$ cat config.mk
export PLATFORM = sky130hd
export DESIGN_NAME = castout_ctrl
export DESIGN_NICKNAME = d
export VERILOG_FILES = /design/src/rtl/castout_pkg.sv /design/src/rtl/cast_lru.sv /design/src/rtl/cast_lines.sv /design/src/rtl/cast_beats.sv /design/src/rtl/castout_ctrl.sv
export SDC_FILE = /design/constraint.sdc
export NUM_CORES = 1
export LEC_CHECK = 0
export BUFFER_PORTS_ARGS = -buffer_cell sky130_fd_sc_hd__buf_4
export CAP_MARGIN = 25
export CORE_MARGIN = 8
export CORE_UTILIZATION = 25
export CTS_BUF_LIST = sky130_fd_sc_hd__clkbuf_4 sky130_fd_sc_hd__clkbuf_8
export DETAILED_ROUTE_END_ITERATION = 10
export PLACE_DENSITY = 0.43
export SYNTH_ARGS = -nofsm -noshare
export SYNTH_HDL_FRONTEND = slang
export SYNTH_SLANG_ARGS = --single-unit
$ cat constraint.sdc
create_clock -name clk -period 4.6 [get_ports clk]
set_clock_uncertainty 0.15 [all_clocks]
set_input_delay 0.92 -clock clk [delete_from_list [all_inputs] [get_ports clk]]
set_output_delay 0.92 -clock clk [all_outputs]
set_load 0.03 [all_outputs]
$ cat src/rtl/castout_pkg.sv
package castout_pkg;

    typedef enum logic [2:0] {
        ST_IDLE,
        ST_CASTOUT,
        ST_FILL_REQ,
        ST_FILL_WAIT,
        ST_PUSH
    } cast_state_e;

    // Position of the ordering bit for ways (i,j), i<j, among all pairs
    function automatic int pair_index(input int i, input int j, input int ways);
        return i * ways - (i * (i + 1)) / 2 + (j - i - 1);
    endfunction

endpackage

$ cat src/rtl/cast_lru.sv
module cast_lru
    import castout_pkg::*;
#(
    parameter int WAYS = 4
) (
    input  logic                     clk,
    input  logic                     rst_n,
    input  logic                     a_en,
    input  logic [$clog2(WAYS)-1:0]  a_way,
    input  logic                     b_en,
    input  logic [$clog2(WAYS)-1:0]  b_way,
    output logic [$clog2(WAYS)-1:0]  lru_way
);
    localparam int WW    = $clog2(WAYS);
    localparam int PAIRS = WAYS * (WAYS - 1) / 2;

    logic [PAIRS-1:0] order_q;
    logic [PAIRS-1:0] order_mid;
    logic [PAIRS-1:0] order_nxt;

    function automatic logic [PAIRS-1:0] touch(input logic [PAIRS-1:0] ord,
                                               input logic [WW-1:0]    way);
        logic [PAIRS-1:0] res;
        res = ord;
        for (int i = 0; i < WAYS; i++) begin
            for (int j = i + 1; j < WAYS; j++) begin
                if (WW'(i) == way) res[pair_index(i, j, WAYS)] = 1'b1;
                if (WW'(j) == way) res[pair_index(i, j, WAYS)] = 1'b0;
            end
        end
        return res;
    endfunction

    // Fill first, then hit: a same-cycle hit ends up most recent
    always_comb begin
        order_mid = a_en ? touch(order_q, a_way) : order_q;
        order_nxt = b_en ? touch(order_mid, b_way) : order_mid;
    end

    always_ff @(posedge clk) begin
        if (!rst_n) order_q <= '0;
        else        order_q <= order_nxt;
    end

    always_comb begin
        logic oldest;
        lru_way = '0;
        for (int w = WAYS - 1; w >= 0; w--) begin
            oldest = 1'b1;
            for (int i = 0; i < WAYS; i++) begin
                for (int j = i + 1; j < WAYS; j++) begin
                    if (i == w && order_q[pair_index(i, j, WAYS)])  oldest = 1'b0;
                    if (j == w && !order_q[pair_index(i, j, WAYS)]) oldest = 1'b0;
                end
            end
            if (oldest) lru_way = WW'(w);
        end
    end

    AST_TOUCH_LEAVES_LRU_A: assert property (@(posedge clk) disable iff (!rst_n)
        a_en && !b_en |=> lru_way != $past(a_way));
    AST_TOUCH_LEAVES_LRU_B: assert property (@(posedge clk) disable iff (!rst_n)
        b_en |=> lru_way != $past(b_way));

endmodule

$ cat src/rtl/cast_lines.sv
module cast_lines #(
    parameter int WAYS = 4
) (
    input  logic                     clk,
    input  logic                     rst_n,
    input  logic                     fill_en,
    input  logic [$clog2(WAYS)-1:0]  fill_way,
    input  logic                     fill_dirty,
    input  logic                     clean_en,
    input  logic [$clog2(WAYS)-1:0]  clean_way,
    input  logic                     clean_inval,
    input  logic                     sinv_en,
    input  logic [$clog2(WAYS)-1:0]  sinv_way,
    input  logic                     hit_en,
    input  logic [$clog2(WAYS)-1:0]  hit_way,
    input  logic                     hit_wr,
    output logic [WAYS-1:0]          valid,
    output logic [WAYS-1:0]          dirty
);
    logic [WAYS-1:0] valid_nxt;
    logic [WAYS-1:0] dirty_nxt;

    always_comb begin
        valid_nxt = valid;
        dirty_nxt = dirty;
        if (fill_en) begin
            valid_nxt[fill_way] = 1'b1;
            dirty_nxt[fill_way] = fill_dirty;
        end
        if (clean_en) begin
            dirty_nxt[clean_way] = 1'b0;
            if (clean_inval) valid_nxt[clean_way] = 1'b0;
        end
        if (sinv_en) valid_nxt[sinv_way] = 1'b0;
        // A store hit on a live line wins over any clearing in the same cycle
        if (hit_en && hit_wr && valid[hit_way]) dirty_nxt[hit_way] = 1'b1;
    end

    always_ff @(posedge clk) begin
        if (!rst_n) begin
            valid <= '0;
            dirty <= '0;
        end else begin
            valid <= valid_nxt;
            dirty <= dirty_nxt;
        end
    end

    AST_CLEAN_AFTER_WB: assert property (@(posedge clk) disable iff (!rst_n)
        clean_en && !(hit_en && hit_wr && hit_way == clean_way) && !(fill_en && fill_way == clean_way)
        |=> !dirty[$past(clean_way)]);
    AST_DEAD_HIT_NO_DIRTY: assert property (@(posedge clk) disable iff (!rst_n)
        hit_en && !valid[hit_way] && !dirty[hit_way] && !(fill_en && fill_way == hit_way)
        |=> !dirty[$past(hit_way)]);

endmodule

$ cat src/rtl/cast_beats.sv
module cast_beats #(
    parameter int BEATS = 4
) (
    input  logic                       clk,
    input  logic                       rst_n,
    input  logic                       active,
    input  logic                       ack,
    output logic [$clog2(BEATS)-1:0]   beat,
    output logic                       last
);
    localparam int BW = $clog2(BEATS);

    assign last = active && ack && (beat == BW'(BEATS - 1));

    always_ff @(posedge clk) begin
        if (!rst_n)               beat <= '0;
        else if (!active || last) beat <= '0;
        else if (ack)             beat <= beat + 1'b1;
    end

    AST_BEAT_STEP: assert property (@(posedge clk) disable iff (!rst_n)
        active && ack && !last |=> beat == $past(beat) + 1'b1);
    AST_BEAT_RESTART: assert property (@(posedge clk) disable iff (!rst_n)
        last |=> beat == '0);

endmodule

$ cat src/rtl/castout_ctrl.sv
module castout_ctrl
    import castout_pkg::*;
#(
    parameter int WAYS        = 4,
    parameter int BLOCK_BYTES = 32,
    parameter int BEAT_BYTES  = 8,
    localparam int WW         = $clog2(WAYS),
    localparam int BEATS      = BLOCK_BYTES / BEAT_BYTES,
    localparam int BW         = $clog2(BEATS)
) (
    input  logic            clk,
    input  logic            rst_n,
    input  logic            hit_valid,
    input  logic [WW-1:0]   hit_way,
    input  logic            hit_write,
    input  logic            miss_valid,
    input  logic            miss_store,
    output logic            miss_ready,
    input  logic            snoop_valid,
    input  logic [WW-1:0]   snoop_way,
    input  logic            snoop_hipri,
    input  logic            snoop_inval,
    output logic            snoop_ready,
    output logic            wb_req,
    output logic            wb_push,
    output logic            wb_hipri,
    output logic            wb_nested,
    output logic [WW-1:0]   wb_way,
    output logic [BW-1:0]   wb_beat,
    input  logic            wb_beat_ack,
    output logic            fill_req,
    output logic [WW-1:0]   fill_way,
    input  logic            fill_gnt,
    input  logic            fill_done,
    output logic [WW-1:0]   lru_way,
    output logic [WAYS-1:0] line_valid,
    output logic [WAYS-1:0] line_dirty
);
    cast_state_e state_q, state_nxt, ret_q;
    logic [WW-1:0] victim_q, push_way_q;
    logic          store_q, push_hi_q, push_inv_q;

    logic snoop_take, snoop_dirty, push_take, miss_take, victim_dirty;
    logic wb_active, wb_last, fill_en, hit_live;
    logic [WW-1:0] clean_way;

    // ---------------- handshake decode ----------------
    assign snoop_ready  = (state_q == ST_IDLE) || (state_q == ST_FILL_REQ);
    assign snoop_take   = snoop_valid && snoop_ready;
    assign snoop_dirty  = line_valid[snoop_way] && line_dirty[snoop_way];
    assign push_take    = snoop_take && snoop_dirty;
    assign miss_ready   = (state_q == ST_IDLE) && !snoop_take;
    assign miss_take    = miss_valid && miss_ready;
    assign victim_dirty = line_valid[lru_way] && line_dirty[lru_way];
    assign wb_active    = (state_q == ST_CASTOUT) || (state_q == ST_PUSH);
    assign fill_en      = (state_q == ST_FILL_WAIT) && fill_done;
    assign hit_live     = hit_valid && line_valid[hit_way];
    assign clean_way    = (state_q == ST_PUSH) ? push_way_q : victim_q;

    // ---------------- next state ----------------
    always_comb begin
        state_nxt = state_q;
        unique case (state_q)
            ST_IDLE: begin
                if (push_take)      state_nxt = ST_PUSH;
                else if (miss_take) state_nxt = victim_dirty ? ST_CASTOUT : ST_FILL_REQ;
            end
            ST_CASTOUT:   if (wb_last) state_nxt = ST_FILL_REQ;
            ST_FILL_REQ: begin
                if (push_take)     state_nxt = ST_PUSH;
                else if (fill_gnt) state_nxt = ST_FILL_WAIT;
            end
            ST_FILL_WAIT: if (fill_done) state_nxt = ST_IDLE;
            ST_PUSH:      if (wb_last) state_nxt = ret_q;
            default:      state_nxt = ST_IDLE;
        endcase
    end

    // ---------------- state register and context ----------------
    always_ff @(posedge clk) begin
        if (!rst_n) begin
            state_q    <= ST_IDLE;
            ret_q      <= ST_IDLE;
            victim_q   <= '0;
            store_q    <= 1'b0;
            push_way_q <= '0;
            push_hi_q  <= 1'b0;
            push_inv_q <= 1'b0;
        end else begin
            state_q <= state_nxt;
            if (push_take) begin
                ret_q      <= state_q;
                push_way_q <= snoop_way;
                push_hi_q  <= snoop_hipri;
                push_inv_q <= snoop_inval;
            end
            if (miss_take) begin
                victim_q <= lru_way;
                store_q  <= miss_store;
            end
        end
    end

    // ---------------- outputs ----------------
    always_comb begin
        wb_req    = wb_active;
        wb_push   = (state_q == ST_PUSH);
        wb_hipri  = (state_q == ST_PUSH) && push_hi_q;
        wb_nested = (state_q == ST_PUSH) && (ret_q == ST_FILL_REQ);
        wb_way    = clean_way;
        fill_req  = (state_q == ST_FILL_REQ) && !push_take;
        fill_way  = victim_q;
    end

    // ---------------- datapath pieces ----------------
    cast_beats #(.BEATS(BEATS)) u_beats (
        .clk    (clk),
        .rst_n  (rst_n),
        .active (wb_active),
        .ack    (wb_beat_ack),
        .beat   (wb_beat),
        .last   (wb_last)
    );

    cast_lines #(.WAYS(WAYS)) u_lines (
        .clk         (clk),
        .rst_n       (rst_n),
        .fill_en     (fill_en),
        .fill_way    (victim_q),
        .fill_dirty  (store_q),
        .clean_en    (wb_last),
        .clean_way   (clean_way),
        .clean_inval ((state_q == ST_PUSH) && push_inv_q),
        .sinv_en     (snoop_take && !snoop_dirty && snoop_inval),
        .sinv_way    (snoop_way),
        .hit_en      (hit_valid),
        .hit_way     (hit_way),
        .hit_wr      (hit_write),
        .valid       (line_valid),
        .dirty       (line_dirty)
    );

    cast_lru #(.WAYS(WAYS)) u_lru (
        .clk     (clk),
        .rst_n   (rst_n),
        .a_en    (fill_en),
        .a_way   (victim_q),
        .b_en    (hit_live),
        .b_way   (hit_way),
        .lru_way (lru_way)
    );

    // ---------------- assertions ----------------
    AST_WB_FILL_EXCL: assert property (@(posedge clk) disable iff (!rst_n)
        !(wb_req && fill_req));
    AST_CASTOUT_THEN_FILL: assert property (@(posedge clk) disable iff (!rst_n)
        wb_req && !wb_push && wb_beat_ack && wb_beat == BW'(BEATS - 1)
        |=> state_q == ST_FILL_REQ);
    AST_CLEAN_VICTIM_DIRECT: assert property (@(posedge clk) disable iff (!rst_n)
        miss_take && !victim_dirty |=> state_q == ST_FILL_REQ && !wb_req);
    AST_NESTED_RETURN: assert property (@(posedge clk) disable iff (!rst_n)
        wb_nested && wb_beat_ack && wb_beat == BW'(BEATS - 1) |=> state_q == ST_FILL_REQ);
    AST_SNOOP_BEFORE_MISS: assert property (@(posedge clk) disable iff (!rst_n)
        miss_valid && push_take && state_q == ST_IDLE |=> wb_push && !wb_nested);
    AST_NO_SNOOP_WHEN_BUSY: assert property (@(posedge clk) disable iff (!rst_n)
        wb_req |-> !snoop_ready);

endmodule

# After elaboration in Yosys (flattened, before gate mapping)

Cells that the tools add are included.

Output and inout bits: 23
Word-level logic and storage cells: 158
Bits in registers: 29

Add/sub/neg operators: 1
Mux-type cells: 78
Reduce and logical (&&, ||, !) cells: 34
Equal/unequal tests: 17
Bitwise gates (word level): 8
Order comparisons: 9

Operator list:

| operator             | count |
|---|---|
| $mux W1              | 45 |
| $mux W4              | 7 |
| $logic_and A1 B1 Y1  | 22 |
| $mux W3              | 7 |
| $lt A2 B3 Y1 const B | 5 |
| $pmux W3 S5          | 1 |
| $and A4 B4 Y4        | 3 |
| $mux W2              | 6 |
| $mux W6              | 2 |
| $bmux W1 S2          | 5 |
| $eq A3 B2 Y1 const B | 3 |
| $demux W1 S2         | 4 |
| $eq A2 B2 Y1 const A | 4 |
| $ge A2 B1 Y1 const B | 4 |
| $not A4 Y4           | 2 |
| $or A4 B4 Y4         | 2 |
| $ne A3 B3 Y1 const B | 2 |
| $reduce_and A5 Y1    | 1 |
| $bwmux W4            | 1 |
| $eq A1 B2 Y1 const A | 2 |
| $logic_not A1 Y1     | 4 |
| $logic_not A2 Y1     | 2 |
| $ne A2 B1 Y1 const B | 2 |
| $eq A3 B1 Y1 const B | 1 |
| 8 further kinds      | 10 |

# Longest topological paths before layout

Depth after elaboration: 14
Mapped depth: 6
Mapped depth without buffers: 6

# By module

A second synthesis with hierarchy kept.

Cell total of the unflattened synthesis: 198
Area total of the unflattened synthesis: 1626.6 sq um

By module, submodules not included:

| module       | area an instance (sq um) | cells each | instances |
|---|---|---|---|
| castout_ctrl | 755.7                    | 93         | 1 |
| cast_lines   | 436.7                    | 50         | 1 |
| cast_lru     | 329.1                    | 44         | 1 |
| cast_beats   | 105.1                    | 11         | 1 |

# Worst setup path before layout

No wires, ideal clock.

Kind: input -> output
Start: input port snoop_way[1]
End: output port fill_req
Data arrival time: 1891 ps
Path slack: 1639 ps
Buffers on the path: 1
Required time: 3530 ps
Stages on the path: 4
Path through: buf_4 -> mux4_2 -> o21ai_1 -> nor2_1

Cells in the longest elaborated chain, start to end: 6
Elaborated cells on any way between the ends: 8

Ends and longest elaborated chain:

| item                          | line                | text |
|---|---|---|
| start: declaration            | castout_ctrl.sv:20  | `input logic [WW-1:0] snoop_way,` |
| $bmux W1 S2                   | castout_ctrl.sv:50  | `assign snoop_dirty = line_valid[snoop_way] && line_dirty[snoop_way];` |
| $mux W1 (not written as such) | castout_ctrl.sv:50  |  |
| $logic_and A1 B1 Y1 *         | castout_ctrl.sv:50  |  |
| $logic_and A1 B1 Y1 *         | castout_ctrl.sv:51  | `assign push_take = snoop_take && snoop_dirty;` |
| $logic_not A1 Y1 *            | castout_ctrl.sv:111 | `fill_req = (state_q == ST_FILL_REQ) && !push_take;` |
| $logic_and A1 B1 Y1 *         | castout_ctrl.sv:111 |  |
| end: declaration              | castout_ctrl.sv:31  | `output logic fill_req,` |

Mark *: on every way between the ends. The rest lies on a longest branch, timed or not. The select of a mux whose other input is x is not followed.

# Worst setup path after layout

Start: input port snoop_way[0]
End: output port fill_req

The elaborated chain is that of the path after synthesis.

==> summary.md <==
| Metric | Value |
|---|---|
| Crit Path Category | in2out |
| Slowest Stage Delay on Critical Path | 580 ps |
| Power per cell area | 287 nW/µm² |
| Worst path required time | 3530 ps |
| Post-synth EDFFs | 0 |
| Cells on worst reg2reg path | 5 |
| Setup crit end | fill_req |
| Drt pass-1 iters | 4 |
| Antenna-violating nets left | 0 |
| Non-Filler Instances | 342 |
| Initial DRC count | 119 |
| Mapped Area | 1750 µm² |
| DR WL/cell | 15.8 µm |
| Die area | 9930 µm² |
| Fraction of final layout cells with drive strength greater than 1 | 24.4% |
| Crit. Startpoint | snoop_way[0] |
| Clock transition at path regs | 60 ps |
| Port buffer count | 38 |
| Core footprint | 6790 µm² |
| Syn Inst Count | 209 |
| Post-synthesis async set-or-reset flop share | 0% |
| GRT Total Usage | 11.2% |
| Gpl congestion | 0.842 |
| GR Overflow Total | 0 |
| Initial antenna violation count | 0 |
| Crit-path most repeated cell | buf_4 |
| Worst path slowest cell | mux4_2 |
| Setup_tns | 0 ps |
| WHS Path Cells | 2 |
| Syn_nets | 226 |
| Row count | 30 |
| Post-CTS Resized | 0 |
| Hold-fix buffers, CTS | 0 |
| Critical path's top delay family | multiplexers |
| DRC | 0 |
| First-pass GRT wire length | 8710 µm |
| TritonCTS clock tree | done |
| Layout area overhead | 25.0% |
| Status | finished, final reports clean |
| # Post-CTS Setup Buffers | 0 |
| # Max-Cap Violations | 0 |
| Critical R2R Capture | u_lines.dirty[1] |
| RSZ-0062 raised after global routing | no |
| YS warnings | 0 |
| Initial Util | 25.7% |
| Sequential share of the synthesized area | 33.2% |
| Final Hold Vio Count | 0 |
| Die height | 99.6 µm |
| Pwr Total | 628 µW |
| Clock Latency Late Sink | 280 ps |
| Leakage power | 0.849 nW |
| Detailed Route WL | 5420 µm |
| Max-slew violation count | 0 |
| CP bufs+invs | 2 |
| CTS Root Cell | clkbuf_8 |
| Post-layout minimum cycle time | 3160 ps |
| TritonCTS Sinks | 29 |
| Core Util, Final | 32.2% |
| Distinct cells, synth | 50 |
| Vias per cell | 4.89 |
| Antenna cells | 0 |
| CTS buffer count | 5 |
| Final cycle utilization of the critical path | 68.7% |
| Worst Path Max Fanout | 6 |
| Max frequency | 317 MHz |
| Vias in the first global route | 1655 |
| Max-slew headroom | 55.7% |
| Critical R2R Launch | state_q[2] |
| Hpwl dp | 4190 µm |
| DIE WIDTH | 99.6 µm |
| Commonest cells after routing, fill and taps aside | buf_4 (38), dfxtp_1 (29), nor2_1 (24) |
| Most common cell after layout, fill and taps aside | buf_4 |
| Via Count | 1673 |
| Clk buf depth | 2 |
| Prevailing post-synth register cell | dfxtp_1 |
| Worst path arrival time | 2090 ps |
| CP endpoint kind | primary output |
| CP Cell Sequence | buf_4 -> mux4_2 -> o21ai_1 -> nor2_1 -> buf_4 |
| Peak supply drop | 0.0952 mV |
| Inst Count DP | 334 |
| Internal reg-to-reg setup slack | 2330 ps |
| Final setup viols | 0 |
| CTS HTree Levels | 2 |
| Largest net degree at the start of global routing | 18 |
| Io pins | 39 |
| Worst-margin pin slew | 662 ps |
| Post-Syn Area per Cell | 8.37 µm² |
| WHS | 336 ps |
| CP Launch Type | primary input |
| # nets final | 262 |
| Worst hold-check path type | reg2reg |
| Number of synthesized register bits | 29 |
| WP depth | 5 |
==> worst register-to-register path, delay by kind of cell (launching register included) <==
| kind | cells | cell delay (ps) |
|---|---|---|
| AO/OA/AOI/OAI | 2 | 450 |
| buffers and inverters | 1 | 110 |
| flip-flops | 1 | 490 |
| multiplexers | 1 | 350 |
| AND/OR/NAND/NOR | 1 | 630 |
==> synthesized netlist by cell type (all sizes together), types with 3 or more instances <==
master / instances / share of area [%]
nor3: 5 / 1.7
nor2: 25 / 5.8
nor3b: 4 / 2.6
o22ai: 5 / 1.8
buf: 5 / 2.2
nand2: 18 / 4.0
a221oi: 4 / 2.0
nand2b: 5 / 1.8
mux2i: 12 / 6.9
o21a: 6 / 2.6
a21oi: 13 / 3.7
a211oi: 3 / 1.3
nor2b: 4 / 1.4
nand3: 10 / 2.9
o21ai: 10 / 2.9
clkbuf: 4 / 0.86
inv: 7 / 1.5
and3: 6 / 2.1
dfxtp: 29 / 33
mux2: 4 / 2.6
a21boi: 3 / 1.3
==> metal layers <==
metal,track usage (%),share of wire (%),vias up
met5,0,0,-
met2,17.3,46,33
li1,-,-,845
met4,4.66,1.6,0
met1,14.1,47,789
met3,3.21,5.5,6
==> report_power, final <==
| group | switching (mW) | internal (mW) | leakage [nW] |
|---|---|---|---|
| sequential | 0.0191 | 0.260 | 0.235 |
| combinational | 0.0772 | 0.0589 | 0.566 |
| clock | 0.103 | 0.111 | 0.0484 |
| total | 0.199 | 0.429 | 0.849 |
==> per-stage QoR <==
step	setup slack (ps)	instance area (µm²)
floorplan	1640	1750
global placement	1430	2100
detailed placement	1440	2100
CTS	1450	2190
global route	1300	2190
finish	1440	2190
==> sequential cells by signal, summed over array words and instances, names as in the netlist <==
signal         count
u_lru.order_q      6
u_lines.dirty      4
u_lines.valid      4
ret_q              3
state_q            3
fill_way           2
push_way_q         2
u_beats.beat       2
push_hi_q          1
push_inv_q         1
store_q            1
==> worst min-delay path by stage <==
stage | start | endpoint
after global routing | push_hi_q | push_hi_q
after CTS | push_hi_q | push_hi_q
final | push_hi_q | push_hi_q
after floorplan | push_hi_q | push_hi_q
after detailed placement | push_hi_q | push_hi_q
after global placement | push_hi_q | push_hi_q
==> kinds of logic after synthesis <==
| logic type | count (synthesis) | share of synthesized area [%] |
|---|---|---|
| adder cells (fa/ha/maj) | 1 | 0.715 |
| AND/OR/NAND/NOR | 87 | 27.3 |
| XOR/XNOR | 1 | 0.501 |
| buffers and inverters | 17 | 4.79 |
| multiplexers | 18 | 12.0 |
| AO/OA/AOI/OAI | 56 | 21.5 |
| flip-flops | 29 | 33.2 |
==> layout make-up <==
class | instances | area, µm²
Clock buffer | 6 | 76.3
Clock inverter | 2 | 10.0
Fill cell | 738 | 4610
Inverter | 8 | 30.0
Multi-Input combinational cell | 163 | 1080
Sequential cell | 29 | 581
Tap cell | 96 | 120
Timing Repair Buffer | 38 | 285
Note: power is estimated with default switching activity, not from simulation.
